<file path="src/rtl/irq_elig_pkg.sv">
package irq_elig_pkg;

  typedef enum logic [1:0] {
    CLS_G0    = 2'd0,
    CLS_G1SEC = 2'd1,
    CLS_G1NS  = 2'd2
  } grp_class_t;

  // Pending if latched, or level mode with a high line.
  function automatic logic line_pending(input logic latch, input logic edge_mode,
                                        input logic lvl);
    return latch | (~edge_mode & lvl);
  endfunction

  // Class of a line; security disable forces the modifier to zero.
  function automatic grp_class_t line_class(input logic grp, input logic mdf,
                                            input logic sdis);
    if (grp) return CLS_G1NS;
    if (mdf & ~sdis) return CLS_G1SEC;
    return CLS_G0;
  endfunction

  function automatic logic class_allowed(input grp_class_t cls, input logic e0,
                                         input logic e1s, input logic e1ns);
    case (cls)
      CLS_G1NS:  return e1ns;
      CLS_G1SEC: return e1s;
      default:   return e0;
    endcase
  endfunction

endpackage

</file>
<file path="src/rtl/irq_pend_stage.sv">
module irq_pend_stage #(
  parameter int NUM_LINES = 32
) (
  input  logic [NUM_LINES-1:0] pend_latch,
  input  logic [NUM_LINES-1:0] edge_cfg,
  input  logic [NUM_LINES-1:0] line_lvl,
  input  logic [NUM_LINES-1:0] enable_vec,
  input  logic [NUM_LINES-1:0] active_vec,
  output logic [NUM_LINES-1:0] pend_mask,
  output logic [NUM_LINES-1:0] cand_mask
);
  import irq_elig_pkg::*;

  for (genvar g = 0; g < NUM_LINES; g++) begin : g_line
    assign pend_mask[g] = line_pending(pend_latch[g], edge_cfg[g], line_lvl[g]);
    assign cand_mask[g] = pend_mask[g] & enable_vec[g] & ~active_vec[g];
  end
endmodule

</file>
<file path="src/rtl/irq_group_gate.sv">
module irq_group_gate #(
  parameter int NUM_LINES = 32
) (
  input  logic [NUM_LINES-1:0] group_vec,
  input  logic [NUM_LINES-1:0] grpmod_vec,
  input  logic                 sec_dis,
  input  logic                 en_g0,
  input  logic                 en_g1s,
  input  logic                 en_g1ns,
  output logic [NUM_LINES-1:0] grp_ok_mask
);
  import irq_elig_pkg::*;

  for (genvar g = 0; g < NUM_LINES; g++) begin : g_line
    grp_class_t cls;
    assign cls            = line_class(group_vec[g], grpmod_vec[g], sec_dis);
    assign grp_ok_mask[g] = class_allowed(cls, en_g0, en_g1s, en_g1ns);
  end
endmodule

</file>
<file path="src/rtl/irq_elig_unit.sv">
module irq_elig_unit #(
  parameter int NUM_LINES = 32
) (
  input  logic                 clk,
  input  logic                 rst_n,
  input  logic [NUM_LINES-1:0] pend_latch,
  input  logic [NUM_LINES-1:0] edge_cfg,
  input  logic [NUM_LINES-1:0] line_lvl,
  input  logic [NUM_LINES-1:0] enable_vec,
  input  logic [NUM_LINES-1:0] active_vec,
  input  logic [NUM_LINES-1:0] group_vec,
  input  logic [NUM_LINES-1:0] grpmod_vec,
  input  logic                 sec_dis,
  input  logic                 en_g0,
  input  logic                 en_g1s,
  input  logic                 en_g1ns,
  output logic [NUM_LINES-1:0] elig_mask
);
  logic [NUM_LINES-1:0] pend_mask;
  logic [NUM_LINES-1:0] cand_mask;
  logic [NUM_LINES-1:0] grp_ok_mask;
  logic [NUM_LINES-1:0] next_mask;

  irq_pend_stage #(.NUM_LINES(NUM_LINES)) u_pend (
    .pend_latch (pend_latch),
    .edge_cfg   (edge_cfg),
    .line_lvl   (line_lvl),
    .enable_vec (enable_vec),
    .active_vec (active_vec),
    .pend_mask  (pend_mask),
    .cand_mask  (cand_mask)
  );

  irq_group_gate #(.NUM_LINES(NUM_LINES)) u_gate (
    .group_vec   (group_vec),
    .grpmod_vec  (grpmod_vec),
    .sec_dis     (sec_dis),
    .en_g0       (en_g0),
    .en_g1s      (en_g1s),
    .en_g1ns     (en_g1ns),
    .grp_ok_mask (grp_ok_mask)
  );

  assign next_mask = cand_mask & grp_ok_mask;

  always_ff @(posedge clk or negedge rst_n) begin
    if (!rst_n) elig_mask <= '0;
    else        elig_mask <= next_mask;
  end
endmodule

</file>
<file path="config.mk">
export PLATFORM = sky130hd
export DESIGN_NAME = irq_elig_unit
export DESIGN_NICKNAME = d
export VERILOG_FILES = /design/src/rtl/irq_elig_pkg.sv /design/src/rtl/irq_pend_stage.sv /design/src/rtl/irq_group_gate.sv /design/src/rtl/irq_elig_unit.sv
export SDC_FILE = /design/constraint.sdc
export NUM_CORES = 1
export LEC_CHECK = 0
export BUFFER_PORTS_ARGS = -buffer_cell sky130_fd_sc_hd__buf_4
export CORE_MARGIN = 10
export CORE_UTILIZATION = 39
export DETAILED_ROUTE_END_ITERATION = 7
export PLACE_DENSITY_LB_ADDON = 0.2
export SETUP_SLACK_MARGIN = 0.2
export SLEW_MARGIN = 0
export SYNTH_ARGS = -nofsm -noshare
export SYNTH_HDL_FRONTEND = slang
export SYNTH_SLANG_ARGS = --single-unit
</file>
<file path="constraint.sdc">
create_clock -name clk -period 0.9 [get_ports clk]
set_input_delay 0.27 -clock clk [delete_from_list [all_inputs] [get_ports clk]]
set_output_delay 0.27 -clock clk [all_outputs]
set_load 0.02 [all_outputs]
</file>
# After elaboration in Yosys (flattened, before gate mapping)
# Index checks and enable logic that the tools add are counted.
# totals
output_inout_bits	32
mem_bits_ro	0
elab_cells	547
mem_bits_rw	0
regBits	32
input_bits	230
memories	0
latch_bits	0
# classes
bitwise	226
n_reduce_logical	0
mul	0
n_eq_ne	64
div_mod_pow	0
n_shift	0
order_cmp	0
muxes	256
add_sub_neg	0
# op_table
operator	n
$mux 2	128
$and 1x1->1	128
$mux 1	96
$not 1->1	65
$eq 2x1->1 const B	32
$eq 2x2->1 const B	32
$pmux 1 s2	32
$and 32x32->32	1
$or 1x1->1	32

# Depth between registers and ports, before layout
# depth
word_depth	9
mapped_depth	4
depth_no_buf	3

# Hierarchy
# A second synthesis with hierarchy kept.
# hier_totals
hier_cells	337
area_unflattened_um2	3304.4
# by_module_without_submodules
mod	cells_each	instances	area_each_um2	seq_area_each_um2
irq_group_gate	145	1	1222.4	0.0
irq_pend_stage	128	1	1081.0	0.0
irq_elig_unit	64	1	1001.0	800.8

# Worst setup path before layout
# No wires, ideal clock.
# synth_path
kind	in2reg
startpoint	in sec_dis
endpoint	reg elig_mask[21]
t_required_ns	0.772
path_stages	4
path_slack_ns	-0.044
n_path_buf	1
t_arrival_ns	0.817
setup_time_ns	0.128
path_cell_list	buf_6 nor2b_4 mux2i_1 a211oi_2
# synth_between
elab_chain_len	9
word_cells_on_any_way	11
classes_between	eq/ne: 2; mux: 6; bitwise: 3
# synth_rtl
element	line	text
start: declaration	irq_elig_unit.sv:13	input logic sec_dis,
$not 1->1 *	irq_elig_pkg.sv:19	if (mdf & ~sdis) return CLS_G1SEC;
$and 1x1->1 *	irq_elig_pkg.sv:19	
$mux 1 (2 in a row)	irq_elig_pkg.sv:19	
$mux 2 *	irq_elig_pkg.sv:20	return CLS_G0;
$mux 2 *	irq_elig_pkg.sv:19	
$eq 2x1->1 / $eq 2x2->1 (equally long branches)	irq_elig_pkg.sv:25	case (cls)
$pmux 1 s2 *	irq_elig_pkg.sv:25	
$and 32x32->32 *	irq_elig_unit.sv:44	assign next_mask = cand_mask & grp_ok_mask;
named net next_mask[21]	irq_elig_unit.sv:22	logic [NUM_LINES-1:0] next_mask;
end signal: assignment	irq_elig_unit.sv:48	else elig_mask <= next_mask;
end: declaration	irq_elig_unit.sv:17	output logic [NUM_LINES-1:0] elig_mask
# Mark *: on every way through the listed nets, which the timed path passes. The rest lies on a longest branch. The select of a mux whose other input is x is not followed.

# Final worst setup path
# layout_path
startpoint	reg elig_mask[28]
endpoint	out elig_mask[28]
# No word-level cell between the ends.

==> impl_metrics.csv <==
group,metric,value,unit
status,status,"finished with violations",
status,failed_checks,"hold timing, setup timing",
global_routing,grt.overflow.total,0,
floorplanning,initial_core_util,40.6,%
critical_path,crit_path_max_fanout,1,
route,drt_first_iter_violations,60,
synthesis,synth_area,2620,sq um
global_routing,grt_max_degree,33,
finish,finalNonFillerCells,649,
route,wirelength,12.0,mm
route,dr.pass1.iters,6,
power,finalPower,0.00453,W
power,ir_drop,0.000482,V
route,drc_errors,0,
power,p_leak,2.89,nW
power,power_density,872,nW/um^2
synthesis,ys_types,14,
clock_tree,postCtsSetupBuffers,0,
placement,dpl.hpwl,10.2,mm
clock_tree,cts_root_buf,"clkbuf_8",
placement,dp_cells,639,
synthesis,syn_nets,530,
synthesis,synth.avg_cell_area,8.75,sq um
clock_tree,htreeDepth,2,
floorplanning,rows,29,
critical_path,worst_ep_required_time,0.63,ns
critical_path,cp.arrival,0.81,ns
sta,report.final.slew_viol_count,0,
placement,port-buffer-count,261,
synthesis,yosysWarnings,0,
sta,slew_headroom,70.1,%
critical_path,path_cells,"buf_6",
finish,seqCellArea,801,sq um
critical_path,crit_slowest_cell,"dfrtp_1",
global_routing,grt_pass1_vias,3574,
finish,num-fill-cells,400,
floorplanning,dieArea,10400,sq um
global_routing,grt.total_usage,21.7,%
floorplanning,die_h,102,microns
sta,rsz0062_at_grt,"yes",
sta,worst_slack,-0.176,ns
finish,nets,801,
synthesis,synth_cells,300,
clock_tree,cts_buffer_depth,2,
route,wl_per_cell,18.6,microns
sta,tightestPinTransition,0.448,ns
floorplanning,ios,262,
clock_tree,clkTransAtPathRegs,0.07,ns
sta,min_period,1.08,ns
run,maxCapViolations,0,
global_routing,grt_pass1_wl,17.7,mm
floorplanning,core,6460,sq um
sta,hold_ws,-0.0677,ns
finish,reg.largest.list,"elig_mask (32)",
finish,layout-drive-gt1-share,58.2,%
critical_path,crit_family,"flip-flops",
critical_path,worstSetupStartpoint,"elig_mask[28]",
critical_path,slowest_delay,0.39,ns
sta,period_share,120,%
finish,diodes,0,
sta,hold_violations,32,
finish,syn_to_final_growth,98.1,%
hold_path,min_path_type,"input pin to asynchronous set/reset pin",
route,drtAntennaViolNets,0,
synthesis,yosysSeqAreaShare,30.5,%
floorplanning,die_w,102,microns
clock_tree,cts_buffers,5,
route,via_count,3176,
finish,largest_reg_flops,32,
sta,max_freq,930,MHz
clock_tree,cts.sinks,32,
critical_path,crit_buf_inv,1,
clock_tree,cts_tree,"done",
finish,top_register,"elig_mask",
finish,multiInputGateArea,1480,sq um
critical_path,end_kind,"output pin",
global_routing,grt_antenna_before_repair,0,
critical_path,critPathKind,"flop to output pin",
critical_path,critPathLaunchType,"flop",
route,vias_per_cell,4.89,
placement,gp_congestion,0.838,
sta,setup_viol,32,
synthesis,synth_seq_cells,32,
sta,setup_tns,-5.04,ns
## cell type report
cell class / instances / share of cell area (%)
Inverter: 96 / 6.93
Tap cell: 77 / 1.85
Sequential cell: 32 / 15.4
Multi-Input combinational cell: 160 / 28.4
Timing Repair Buffer: 276 / 45.7
Clock buffer: 8 / 1.73
## cells in the final DEF (no fill, tap or decap), drive strengths merged
master	instances
buf	276
inv	96
o211ai	32
a21oi	32
mux2i	32
dfrtp	32
and2b	2
nor2b	30
clkbuf	8
a211oi	32
## path summary, 6_finish.rpt
| path | depth (start not counted) | to |
|---|---|---|
| setup / recovery | 1 | elig_mask[28] |
| hold / removal | 1 | elig_mask[13] |
| max in group asynchronous | 1 | elig_mask[11] |
| min in group clk | 3 | elig_mask[17] |
## power by group
part           internal [W]  switching, W  total, W
clock network      0.000624      0.000536   0.00116
registers           0.00150     0.0000282   0.00152
logic               0.00117      0.000681   0.00185
## cells by family (layout without fill, tap and decap cells)
| kind of cell | count (synthesis) | count (layout) | synth area share [%] |
|---|---|---|---|
| buf+inv | 108 | 380 | 17.6 |
| flops | 32 | 32 | 30.5 |
| simple gates | 32 | 32 | 15.1 |
| compound gates | 96 | 96 | 24.6 |
| mux | 32 | 32 | 12.2 |
## Yosys cell counts
library cell   n  share of area [%]
and2b_2        2               0.67
buf_2          5               0.95
mux2i_1       32                 12
o211ai_1      32                9.2
buf_4          2               0.57
inv_1         96                 14
a211oi_1      31                8.9
nor2b_4       23                 12
buf_6          3                1.3
clkbuf_8       2                1.0
nor2b_2        7                2.3
a21oi_1       32                6.1
dfrtp_1       32                 31
a211oi_2       1               0.48
## per-layer routing
| metal | part of all wire [%] | global-route usage [%] | vias to the layer above |
|---|---|---|---|
| li1 | - | - | 1533 |
| met1 | 29 | 18.9 | 1458 |
| met2 | 56 | 42.9 | 170 |
| met3 | 13 | 10.5 | 15 |
| met4 | 1.6 | 5.42 | 0 |
| met5 | 0 | 0 | - |
## metrics by stage
step | setup slack (ns) | area, sq um | util (%)
finish | -0.176 | 5200 | 80.5
global route | -0.203 | 5200 | 80.5
CTS | -0.182 | 5130 | 79.5
detailed placement | -0.298 | 4810 | 74.5
global placement | -0.292 | 4810 | 74.5
floorplan | -0.0168 | 2690 | -
## timing repair
| item | CTS | global route |
|---|---|---|
| resized for setup | 46 | 15 |
| pin swaps | 10 | 9 |
| setup endpoints to repair | 64 | 64 |
| endpoints found under the hold margin | 32 | 32 |
| cloned | 2 | 0 |
Power figures use the tool's default switching activity.
